`src/rtl/dcc_pkg.sv`:
```
package dcc_pkg;
  localparam int unsigned REG_AW     = 6;
  localparam int unsigned DESC_WORDS = 7;

  typedef enum logic [2:0] {
    ST_IDLE, ST_FREQ, ST_FCAP, ST_CRD, ST_CWR, ST_DONE, ST_RREQ, ST_RCAP
  } eng_state_e;

  localparam logic [REG_AW-1:0] OFS_CTRL = 6'h00;
  localparam logic [REG_AW-1:0] OFS_STAT = 6'h04;
  localparam logic [REG_AW-1:0] OFS_CUR  = 6'h0C;
  localparam logic [REG_AW-1:0] OFS_NEXT = 6'h10;
  localparam logic [REG_AW-1:0] OFS_SRC  = 6'h14;
  localparam logic [REG_AW-1:0] OFS_USRC = 6'h18;
  localparam logic [REG_AW-1:0] OFS_DST  = 6'h1C;
  localparam logic [REG_AW-1:0] OFS_BCNT = 6'h20;
  localparam logic [REG_AW-1:0] OFS_DCTL = 6'h24;

  localparam int unsigned CTRL_EN   = 0;
  localparam int unsigned CTRL_RES  = 1;
  localparam int unsigned STAT_EOC  = 8;
  localparam int unsigned STAT_EOT  = 9;
  localparam int unsigned STAT_BUSY = 10;
  localparam int unsigned DCTL_IE   = 4;

  localparam int unsigned W_LINK = 0;
  localparam int unsigned W_SRC  = 1;
  localparam int unsigned W_DST  = 3;
  localparam int unsigned W_BCNT = 4;
  localparam int unsigned W_DCTL = 5;
endpackage

```
`src/rtl/dcc_regs.sv`:
```
module dcc_regs
  import dcc_pkg::*;
(
  input  logic              clk_i,
  input  logic              rst_ni,
  input  logic              reg_we_i,
  input  logic [REG_AW-1:0] reg_addr_i,
  input  logic [31:0]       reg_wdata_i,
  output logic [31:0]       reg_rdata_o,
  output logic              enable_o,
  output logic              resume_o,
  output logic              nd_we_o,
  output logic [31:0]       nd_wdata_o,
  input  logic              busy_i,
  input  logic              eot_i,
  input  logic              eot_ie_i,
  input  logic              eoc_i,
  input  logic [31:0]       cur_i,
  input  logic [31:0]       nxt_i,
  input  logic [31:0]       src_i,
  input  logic [31:0]       dst_i,
  input  logic [31:0]       bcnt_i,
  input  logic [31:0]       dctl_i,
  output logic              irq_o
);
  logic en_q, eot_q, eoc_q, ie_q;
  logic wr_ctrl, wr_stat;

  assign wr_ctrl    = reg_we_i && (reg_addr_i == OFS_CTRL);
  assign wr_stat    = reg_we_i && (reg_addr_i == OFS_STAT);
  assign nd_we_o    = reg_we_i && (reg_addr_i == OFS_NEXT);
  assign nd_wdata_o = reg_wdata_i;
  assign resume_o   = wr_ctrl && reg_wdata_i[CTRL_RES];
  assign enable_o   = en_q;
  assign irq_o      = eot_q && ie_q;

  always_ff @(posedge clk_i or negedge rst_ni) begin
    if (!rst_ni) begin
      en_q  <= 1'b0;
      eot_q <= 1'b0;
      eoc_q <= 1'b0;
      ie_q  <= 1'b0;
    end else begin
      if (wr_ctrl) en_q <= reg_wdata_i[CTRL_EN];
      if (wr_stat && reg_wdata_i[STAT_EOT]) eot_q <= 1'b0;
      if (wr_stat && reg_wdata_i[STAT_EOC]) eoc_q <= 1'b0;
      // a new event wins over a simultaneous clear
      if (eot_i) begin
        eot_q <= 1'b1;
        ie_q  <= eot_ie_i;
      end
      if (eoc_i) eoc_q <= 1'b1;
    end
  end

  always_comb begin
    reg_rdata_o = '0;
    case (reg_addr_i)
      OFS_CTRL: reg_rdata_o[CTRL_EN] = en_q;
      OFS_STAT: begin
        reg_rdata_o[STAT_BUSY] = busy_i;
        reg_rdata_o[STAT_EOT]  = eot_q;
        reg_rdata_o[STAT_EOC]  = eoc_q;
      end
      OFS_CUR:  reg_rdata_o = cur_i;
      OFS_NEXT: reg_rdata_o = nxt_i;
      OFS_SRC:  reg_rdata_o = src_i;
      OFS_USRC: reg_rdata_o = '0;
      OFS_DST:  reg_rdata_o = dst_i;
      OFS_BCNT: reg_rdata_o = bcnt_i;
      OFS_DCTL: reg_rdata_o = dctl_i;
      default:  reg_rdata_o = '0;
    endcase
  end


  eot_set_chk: assert property (@(posedge clk_i) disable iff (!rst_ni)
    eot_i |=> eot_q);

  w1c_chk: assert property (@(posedge clk_i) disable iff (!rst_ni)
    (wr_stat && reg_wdata_i[STAT_EOT] && !eot_i) |=> !eot_q);
endmodule

```
`src/rtl/dcc_engine.sv`:
```
module dcc_engine
  import dcc_pkg::*;
#(
  parameter int unsigned CNT_W    = 24,
  parameter int unsigned ALIGN_LG = 5
) (
  input  logic        clk_i,
  input  logic        rst_ni,
  input  logic        enable_i,
  input  logic        resume_i,
  input  logic        nd_we_i,
  input  logic [31:0] nd_wdata_i,
  output logic        mem_req_o,
  output logic        mem_we_o,
  output logic [31:0] mem_addr_o,
  output logic [31:0] mem_wdata_o,
  input  logic [31:0] mem_rdata_i,
  output logic        busy_o,
  output logic        eot_o,
  output logic        eot_ie_o,
  output logic        eoc_o,
  output logic [31:0] cur_o,
  output logic [31:0] nxt_o,
  output logic [31:0] src_o,
  output logic [31:0] dst_o,
  output logic [31:0] bcnt_o,
  output logic [31:0] dctl_o
);
  localparam int unsigned WC_W  = CNT_W - 2;
  localparam int unsigned IDX_W = $clog2(DESC_WORDS);
  localparam logic [31:0] ALIGN_MASK = ~((32'd1 << ALIGN_LG) - 32'd1);

  eng_state_e        state_q;
  logic [31:0]       cur_q, nxt_q, src_q, dst_q, bcnt_q, dctl_q, off_q;
  logic [IDX_W-1:0]  idx_q;
  logic [WC_W-1:0]   left_q;
  logic              pend_q;

  always_ff @(posedge clk_i or negedge rst_ni) begin
    if (!rst_ni) begin
      state_q <= ST_IDLE;
      cur_q   <= '0;
      nxt_q   <= '0;
      src_q   <= '0;
      dst_q   <= '0;
      bcnt_q  <= '0;
      dctl_q  <= '0;
      off_q   <= '0;
      idx_q   <= '0;
      left_q  <= '0;
      pend_q  <= 1'b0;
    end else begin
      if (resume_i) pend_q <= 1'b1;
      if (nd_we_i)  nxt_q  <= nd_wdata_i;
      if (!enable_i) begin
        state_q <= ST_IDLE;
      end else begin
        case (state_q)
          ST_IDLE: begin
            if (nxt_q != '0) begin
              cur_q   <= nxt_q & ALIGN_MASK;
              idx_q   <= '0;
              state_q <= ST_FREQ;
            end else if (pend_q) begin
              if (cur_q != '0) state_q <= ST_RREQ;
              else             pend_q  <= 1'b0;
            end
          end
          ST_FREQ: state_q <= ST_FCAP;
          ST_FCAP: begin
            if (idx_q == IDX_W'(W_LINK)) nxt_q  <= mem_rdata_i;
            if (idx_q == IDX_W'(W_SRC))  src_q  <= mem_rdata_i;
            if (idx_q == IDX_W'(W_DST))  dst_q  <= mem_rdata_i;
            if (idx_q == IDX_W'(W_BCNT)) bcnt_q <= mem_rdata_i;
            if (idx_q == IDX_W'(W_DCTL)) dctl_q <= mem_rdata_i;
            if (idx_q == IDX_W'(DESC_WORDS - 1)) begin
              left_q  <= bcnt_q[CNT_W-1:2];
              off_q   <= '0;
              state_q <= (bcnt_q[CNT_W-1:2] == '0) ? ST_DONE : ST_CRD;
            end else begin
              idx_q   <= idx_q + IDX_W'(1);
              state_q <= ST_FREQ;
            end
          end
          ST_CRD: state_q <= ST_CWR;
          ST_CWR: begin
            off_q   <= off_q + 32'd4;
            left_q  <= left_q - WC_W'(1);
            state_q <= (left_q == WC_W'(1)) ? ST_DONE : ST_CRD;
          end
          ST_DONE: begin
            if (nxt_q != '0) begin
              cur_q   <= nxt_q & ALIGN_MASK;
              idx_q   <= '0;
              state_q <= ST_FREQ;
            end else if (pend_q) begin
              state_q <= ST_RREQ;
            end else begin
              state_q <= ST_IDLE;
            end
          end
          ST_RREQ: state_q <= ST_RCAP;
          ST_RCAP: begin
            pend_q <= 1'b0;
            nxt_q  <= mem_rdata_i;
            if (mem_rdata_i != '0) begin
              cur_q   <= mem_rdata_i & ALIGN_MASK;
              idx_q   <= '0;
              state_q <= ST_FREQ;
            end else begin
              state_q <= ST_IDLE;
            end
          end
          default: state_q <= ST_IDLE;
        endcase
      end
    end
  end

  assign mem_req_o = enable_i &&
                     (state_q inside {ST_FREQ, ST_CRD, ST_CWR, ST_RREQ});
  assign mem_we_o  = enable_i && (state_q == ST_CWR);

  always_comb begin
    case (state_q)
      ST_FREQ: mem_addr_o = cur_q + {{(30-IDX_W){1'b0}}, idx_q, 2'b00};
      ST_RREQ: mem_addr_o = cur_q;
      ST_CRD:  mem_addr_o = src_q + off_q;
      ST_CWR:  mem_addr_o = dst_q + off_q;
      default: mem_addr_o = '0;
    endcase
  end

  assign mem_wdata_o = (state_q == ST_CWR) ? mem_rdata_i : '0;
  assign busy_o      = (state_q != ST_IDLE);
  assign eot_o       = enable_i && (state_q == ST_DONE);
  assign eot_ie_o    = dctl_q[DCTL_IE];
  assign eoc_o       = enable_i &&
                       (((state_q == ST_DONE) && (nxt_q == '0) && !pend_q) ||
                        ((state_q == ST_RCAP) && (mem_rdata_i == '0)));
  assign cur_o  = cur_q;
  assign nxt_o  = nxt_q;
  assign src_o  = src_q;
  assign dst_o  = dst_q;
  assign bcnt_o = bcnt_q;
  assign dctl_o = dctl_q;


  dis_stop_chk: assert property (@(posedge clk_i) disable iff (!rst_ni)
    !enable_i |=> (state_q == ST_IDLE));

  wr_after_rd_chk: assert property (@(posedge clk_i) disable iff (!rst_ni)
    mem_we_o |-> $past(mem_req_o && !mem_we_o));

  fetch_align_chk: assert property (@(posedge clk_i) disable iff (!rst_ni)
    (state_q == ST_FREQ) |-> (cur_q[ALIGN_LG-1:0] == '0));

  eoc_null_chk: assert property (@(posedge clk_i) disable iff (!rst_ni)
    (eoc_o && !nd_we_i) |=> (nxt_q == '0));
endmodule

```
`src/rtl/desc_copy_chan.sv`:
```
module desc_copy_chan
  import dcc_pkg::*;
#(
  parameter int unsigned CNT_W    = 24,
  parameter int unsigned ALIGN_LG = 5
) (
  input  logic              clk_i,
  input  logic              rst_ni,
  input  logic              reg_we_i,
  input  logic [REG_AW-1:0] reg_addr_i,
  input  logic [31:0]       reg_wdata_i,
  output logic [31:0]       reg_rdata_o,
  output logic              mem_req_o,
  output logic              mem_we_o,
  output logic [31:0]       mem_addr_o,
  output logic [31:0]       mem_wdata_o,
  input  logic [31:0]       mem_rdata_i,
  output logic              irq_o
);
  logic        enable, resume, nd_we, busy, eot, eot_ie, eoc;
  logic [31:0] nd_wdata, cur, nxt, src, dst, bcnt, dctl;

  dcc_regs u_regs (
    .clk_i, .rst_ni, .reg_we_i, .reg_addr_i, .reg_wdata_i, .reg_rdata_o,
    .enable_o(enable), .resume_o(resume), .nd_we_o(nd_we),
    .nd_wdata_o(nd_wdata), .busy_i(busy), .eot_i(eot), .eot_ie_i(eot_ie),
    .eoc_i(eoc), .cur_i(cur), .nxt_i(nxt), .src_i(src), .dst_i(dst),
    .bcnt_i(bcnt), .dctl_i(dctl), .irq_o
  );

  dcc_engine #(.CNT_W(CNT_W), .ALIGN_LG(ALIGN_LG)) u_engine (
    .clk_i, .rst_ni, .enable_i(enable), .resume_i(resume), .nd_we_i(nd_we),
    .nd_wdata_i(nd_wdata), .mem_req_o, .mem_we_o, .mem_addr_o, .mem_wdata_o,
    .mem_rdata_i, .busy_o(busy), .eot_o(eot), .eot_ie_o(eot_ie), .eoc_o(eoc),
    .cur_o(cur), .nxt_o(nxt), .src_o(src), .dst_o(dst), .bcnt_o(bcnt),
    .dctl_o(dctl)
  );
endmodule

```
`config.mk`:
```
export PLATFORM = sky130hd
export DESIGN_NAME = desc_copy_chan
export DESIGN_NICKNAME = d
export VERILOG_FILES = /design/src/rtl/dcc_pkg.sv /design/src/rtl/dcc_regs.sv /design/src/rtl/dcc_engine.sv /design/src/rtl/desc_copy_chan.sv
export SDC_FILE = /design/constraint.sdc
export NUM_CORES = 1
export LEC_CHECK = 0
export ABC_CLOCK_PERIOD_IN_PS = 3500
export BUFFER_PORTS_ARGS = -buffer_cell sky130_fd_sc_hd__clkbuf_2
export CAP_MARGIN = 20
export CORE_MARGIN = 2
export CORE_UTILIZATION = 45
export CTS_CLUSTER_DIAMETER = 200
export DETAILED_ROUTE_END_ITERATION = 10
export GPL_ROUTABILITY_DRIVEN = 1
export PLACE_DENSITY = 0.67
export SLEW_MARGIN = 5
export SYNTH_ARGS = -nofsm -noshare
export SYNTH_HDL_FRONTEND = slang
export SYNTH_SLANG_ARGS = --single-unit
```
`constraint.sdc`:
```
create_clock -name clk_i -period 3.5 [get_ports clk_i]
set_input_delay 0.175 -clock clk_i [delete_from_list [all_inputs] [get_ports clk_i]]
set_output_delay 0.175 -clock clk_i [all_outputs]
set_load 0.005 [all_outputs]
```
Word-level counts from Yosys, hierarchy flattened --
Cells that the tools add are included.
Cells by class: mux-type cells 42, add/subtract/negate cells 6, reductions and logical operators 41, equality and inequality tests 26
Operators with widths (count):
- $mux W32 | 7
- $pmux W32 S2 | 3
- $pmux W32 S4 | 1
- $pmux W21 S6 | 1
- $reduce_bool A32 Y1 | 3
- $add A32 B32 Y32 | 2
- $logic_not A32 Y1 | 2
- $pmux W22 S2 | 1
- $pmux W7 S6 | 1
- $mux W3 | 12
- $add A32 B3 Y32 const B | 1
- $add A32 B5 Y32 | 1
- $pmux W3 S8 | 1
- $eq A22 B1 Y1 const B | 1
- $logic_not A22 Y1 | 1
- $mux W22 | 1
- $sub A22 B1 Y22 const B | 1
- $eq A3 B3 Y1 const B | 7
- $pmux W3 S7 | 1
- $eq A6 B5 Y1 const B | 3
- $reduce_and A3 Y1 | 5
- $logic_and A1 B1 Y1 | 14
- $eq A6 B6 Y1 const B | 2
- $mux W1 | 10
- other kinds (22) | 33
Storage, ports and cells: word-level logic and storage cells 130, flip-flop bits (word level) 257, output and inout port bits 99, bits of input ports 73

Logic depth before layout (Yosys ltp) --
word-level depth 9, gate-level depth with buffers 16, mapped depth without buffers 12

By module --
A second synthesis with hierarchy kept.
Second synthesis, totals: cell total of the unflattened synthesis 1704, area, all modules 15806.4 sq um
By module, submodules not included:
- dcc_engine | cells an instance 1457, sequential area each 6155.9 sq um, instances 1, area each 13793.2 sq um
- dcc_regs | cells an instance 247, sequential area each 100.1 sq um, instances 1, area each 2013.2 sq um

Worst setup path after synthesis --
OpenSTA, ideal clock, no wires.
kind reg-to-output, start point register u_engine.state_q[1], end point output port mem_addr_o[29], stages on the path, launching flop included 17, path slack -21 ps, buffers on the path 4, data required time 3325 ps, data arrival time 3346 ps, path through dfrtp_1 -> buf_2 -> nor2_1 -> nand2_1 -> buf_4 -> clkbuf_1 -> nand2_1 -> nand2_1 -> ha_1 -> buf_4 -> o21ai_0 -> o21a_1 -> o21a_1 -> a2111oi_4 -> nor2_2 -> or4_1 -> nand4_1
Between the ends: longest elaborated chain between the ends 2, elaborated cells between the ends (all ways) 5, classes of those cells 4 x eq/ne; 1 x mux
RTL lines:
- start: declaration | line dcc_engine.sv:33 | eng_state_e state_q;
- start signal: assignment | line dcc_engine.sv:79 | state_q <= (bcnt_q[CNT_W-1:2] == '0) ? ST_DONE : ST_CRD;
- start signal: assignment | line dcc_engine.sv:89 | state_q <= (left_q == WC_W'(1)) ? ST_DONE : ST_CRD;
- $eq A3 B3 Y1, or another cell as far along | line dcc_engine.sv:125 | case (state_q)
- $pmux W32 S4 * | line dcc_engine.sv:125
- end: declaration | line desc_copy_chan.sv:15 | output logic [31:0] mem_addr_o,
Mark *: on every way between the ends. The rest lies on a longest branch, timed or not.

Worst setup path in the final report --
start point register u_engine.state_q[0], end point output port mem_addr_o[28]
Same word-level chain as after synthesis.

==> run summary <==
The max-slew violation count is 0. Of all flip-flops after synthesis, the portion carrying an async set or reset was 1.00. The number of antenna violations at the first check in global routing is 0. For this run, the register share of the synthesized area comes to 0.420. The post-detailed-route count of antenna-violating nets came out at 0. Entering global routing, the biggest net connects 96 pins. STA classifies the critical path endpoint as an output port. After synthesis the netlist holds a flip-flop and latch count of 250. The die outline height came out at 186 µm. The critical path goes through nand2b_4 > nor2_4 > buf_6 > buf_12 > nand2_1 > nand2_2 > ha_4 > a21oi_4 > buf_4 > o21ai_0 > a21o_1 > o2bb2ai_2 > o211ai_1 > buf_4 > a211oi_2 > a211o_1 > buf_2. The largest delay contributor family on the critical path is compound AO/OA/AOI/OAI gates. The fmax is 267 MHz. Compared with the post-synthesis result, the final layout area differs by 32.1%. The count of input and output buffers came out at 171. The first-pass GRT wire length is 83.8 mm. The count of inserted antenna diode cells is 0. In the final routed layout, each cell accounts on average for 23.8 µm. The number of filler cells placed in the layout is 2,795. Summed over all cells, the static leakage comes to 0.00922 µW. By instance count, the cell type seen most on the critical path is buf_4.

The arrival time of the worst setup path is 3560 ps. The clock passes through at most 3 buffers. The synthesized area divided by synthesized cell count is 9.46 µm².

Setup repair after global routing could not meet its margin everywhere. The total routing resource utilization after global routing came out at 0.317. Measured along the x axis, the die boundary spans 186 µm. Of the post-synthesis cell area, the dominant cell type holds 0.420. Clock-pin slew was measured on the worst setup and hold paths at 60 ps.

In the finished design, the share of the clock period the worst path needs comes to 1.07. Synthesis produced a netlist with a net count of 1,691. The congestion estimate from routability-driven global placement came to 0.933.

The completed layout was analyzed and its total power is 8650 µW. The worst IR drop on VDD came out at 0.000388 V. The final worst hold slack came out at 8.34 ps. The maximum fanout encountered on the critical timing path came out at 6. The total length of routed wires is 55.6 mm. The final reports fail on setup timing. The post-route DRC violation count is 0.

The worst-case setup margin in the final layout is -240 ps. The die footprint is 0.0346 mm². In this run the worst hold path is classified as primary input to flip-flop. For flop-to-flop paths, the worst setup slack is 360 ps.

The flow ran to the end, but the final reports show violations. The largest total area in the synthesized netlist belongs to dfrtp_1. The actual slew at the worst max-slew pin is 1170 ps. Sorting the synthesized cells by area gives the leading types as dfrtp_1 (42%), mux2_2 (9.9%), nand2_1 (5.8%), mux2i_1 (4.5%), a222oi_1 (3.8%). The class of the most critical setup path is flip-flop to output port.

The summed instance area of the synthesized netlist came out at 0.0149 mm². The number of standard cells after synthesis came out at 1,574. The via count is 14,600. The worst slew margin relative to its limit is 0.221.

The tool flagged a number of max-cap violations equal to 0. The total number of clock tree sinks came out at 250. The number of nets in the final layout came out at 1,990.

The data required time of the worst path is 3320 ps. The combined buffer and inverter count along the critical path is 5. The leftover overflow at the end of global routing is 0. The number of flops mapped to enable cells by yosys is 0. The worst stage delay on the critical path is 430 ps.

The final count of negative-setup-slack endpoints is 17. The CTS tree is yes. The count of warnings emitted by yosys is 0.

The estimated wirelength of the detail-placed design came out at 37.9 mm. The via count of the first global-routing pass came out at 14,200. The ratio of routed vias to standard cells came out at 6.23. The netlist uses 76 different library cells.

The post-route minimum period is 3740 ps. The core area is 0.0325 mm². The worst clock skew came out at 27.7 ps.

The layout cell share with drive strength beyond 1 came out at 0.339. The count of H-tree levels built during CTS came out at 1. Among all flip-flop cells after synthesis, the most frequent one is dfrtp_1.

The clock insertion delay at the later pin of the skew report came out at 570 ps. The row count is 66. The initial DRC count came out at 1,822. The initial core utilization is 0.458.

The final hold violation count came to 0. The power per cell area is 440 mW/mm². The number of buffers created by CTS came out at 29. The number of I/O pins came out at 172. The root buffer cell chosen for the clock tree is clkbuf_16. The cell type of the slowest stage on the worst timing path is dfrtp_2. STA classifies the critical path startpoint as a flip-flop. The first detailed-routing pass ran for 6 iterations.
flip-flops by register name, summed over array words and instances, names as in the netlist, 22 cells and up:
| register | cells |
|---|---|
| u_engine.bcnt_o | 32 |
| u_engine.cur_o | 27 |
| u_engine.dctl_o | 32 |
| u_engine.dst_o | 32 |
| u_engine.left_q | 22 |
| u_engine.nxt_o | 32 |
| u_engine.off_q | 30 |
| u_engine.src_o | 32 |
synthesized netlist by cell type, types with 6 or more instances:
master      n
o21a_1      6
nor4_1     32
clkbuf_1   64
nor2_1    101
nand4_1    24
nor3_1     21
o211ai_1    7
xor2_1     24
mux2_2    131
a21o_1     11
xnor2_1    14
buf_2      10
buf_1      14
a222oi_1   56
nand2b_1    6
nand3_1    41
or3_1      14
nand2_1   232
a21oi_1    91
inv_1      28
o31ai_1     7
ha_1       44
a31oi_1     7
dfrtp_1   250
mux2i_1    67
and3_1     45
a22oi_1    13
o21ai_0   110
per-layer routing:
layer,global-route usage,wire (µm),vias to the layer above
met1,0.451,23200,7147
met5,0,0,-
met3,0.0601,5630,120
li1,-,-,6427
met2,0.486,24700,858
met4,0.106,2110,0
worst paths after layout:
check | from | to | cells after the start
worst max-delay path | u_engine.state_q[0]$_DFFE_PN0P_ | mem_addr_o[28] | 17
worst min-delay path | mem_rdata_i[28] | u_engine.src_o[28]$_DFFE_PN0P_ | 2
worst max register to register | u_engine.state_q[2]$_DFFE_PN0P_ | u_engine.nxt_o[8]$_DFF_PN0_ | 8
worst min register to register | u_engine.left_q[6]$_DFFE_PN0P_ | u_engine.left_q[6]$_DFFE_PN0P_ | 2
max in group asynchronous | rst_ni | u_engine.bcnt_o[9]$_DFFE_PN0P_ | 3
min in group asynchronous | rst_ni | u_engine.off_q[14]$_DFFE_PN0P_ | 2
placed cells by master (no fill, tap or decap), drive strengths merged, types with 7 or more instances in the layout:
master / n
or2: 9
nor2: 106
a21oi: 93
inv: 29
xor2: 24
o31ai: 7
o21ai: 115
nand3: 41
nand4: 25
clkinv: 8
a222oi: 56
o211ai: 7
dfrtp: 250
clkbuf: 199
nand2: 232
and3: 45
mux2i: 67
ha: 44
xnor2: 14
a22oi: 13
nor4: 33
dlygate4sd3: 68
mux2: 131
a21o: 11
or3: 20
buf: 136
a31oi: 7
nor3: 23
final cells by class:
cell class / count / area, µm² / area share
Clock buffer: 43 / 808 / 0.0411
Inverter: 28 / 105 / 0.00535
Tap cell: 442 / 553 / 0.0281
Multi-Input combinational cell: 1203 / 9140 / 0.465
Sequential cell: 250 / 6260 / 0.318
Timing Repair Buffer: 361 / 2700 / 0.137
Clock inverter: 10 / 97.6 / 0.00496
through the flow:
step,setup TNS (ps),instance area [µm²],worst slack (ps),std cells,utilization
final,-2250,19700,-240,2337,0.604
after global routing,-4740,19700,-358,2337,0.604
after CTS,-2320,19100,-237,2324,0.589
after detailed placement,0,16600,116,2168,0.511
after global placement,0,16600,127,2167,0.510
after floorplan,0,14900,22.9,1574,-
logic make-up (layout without fill, tap and decap cells):
| group | Yosys count | in the layout | share of synthesized area |
|---|---|---|---|
| multiplexers | 198 | 198 | 0.144 |
| AO/OA/AOI/OAI | 360 | 360 | 0.161 |
| XOR/XNOR | 38 | 38 | 0.0224 |
| AND/OR/NAND/NOR | 563 | 563 | 0.183 |
| flip-flops | 250 | 250 | 0.420 |
| buffers and inverters | 121 | 442 | 0.0326 |
| adder cells (fa/ha/maj) | 44 | 44 | 0.0370 |
where the power goes:
part           switching (µW)  internal, µW  total (µW)
registers                 587          3230        3810
clock network            1260          1670        2940
logic                    1050           853        1900
repair_timing:
item / in CTS / in global routing
setup endpoints to repair: 21 / 23
resized for setup: 120 / 106
hold buffers: 68 / 0
cloned: 4 / 0
setup buffers: 31 / 16
pin swaps: 55 / 75
endpoints found under the hold margin: 141 / 0
No activity file was read; power rests on OpenSTA's default activity.
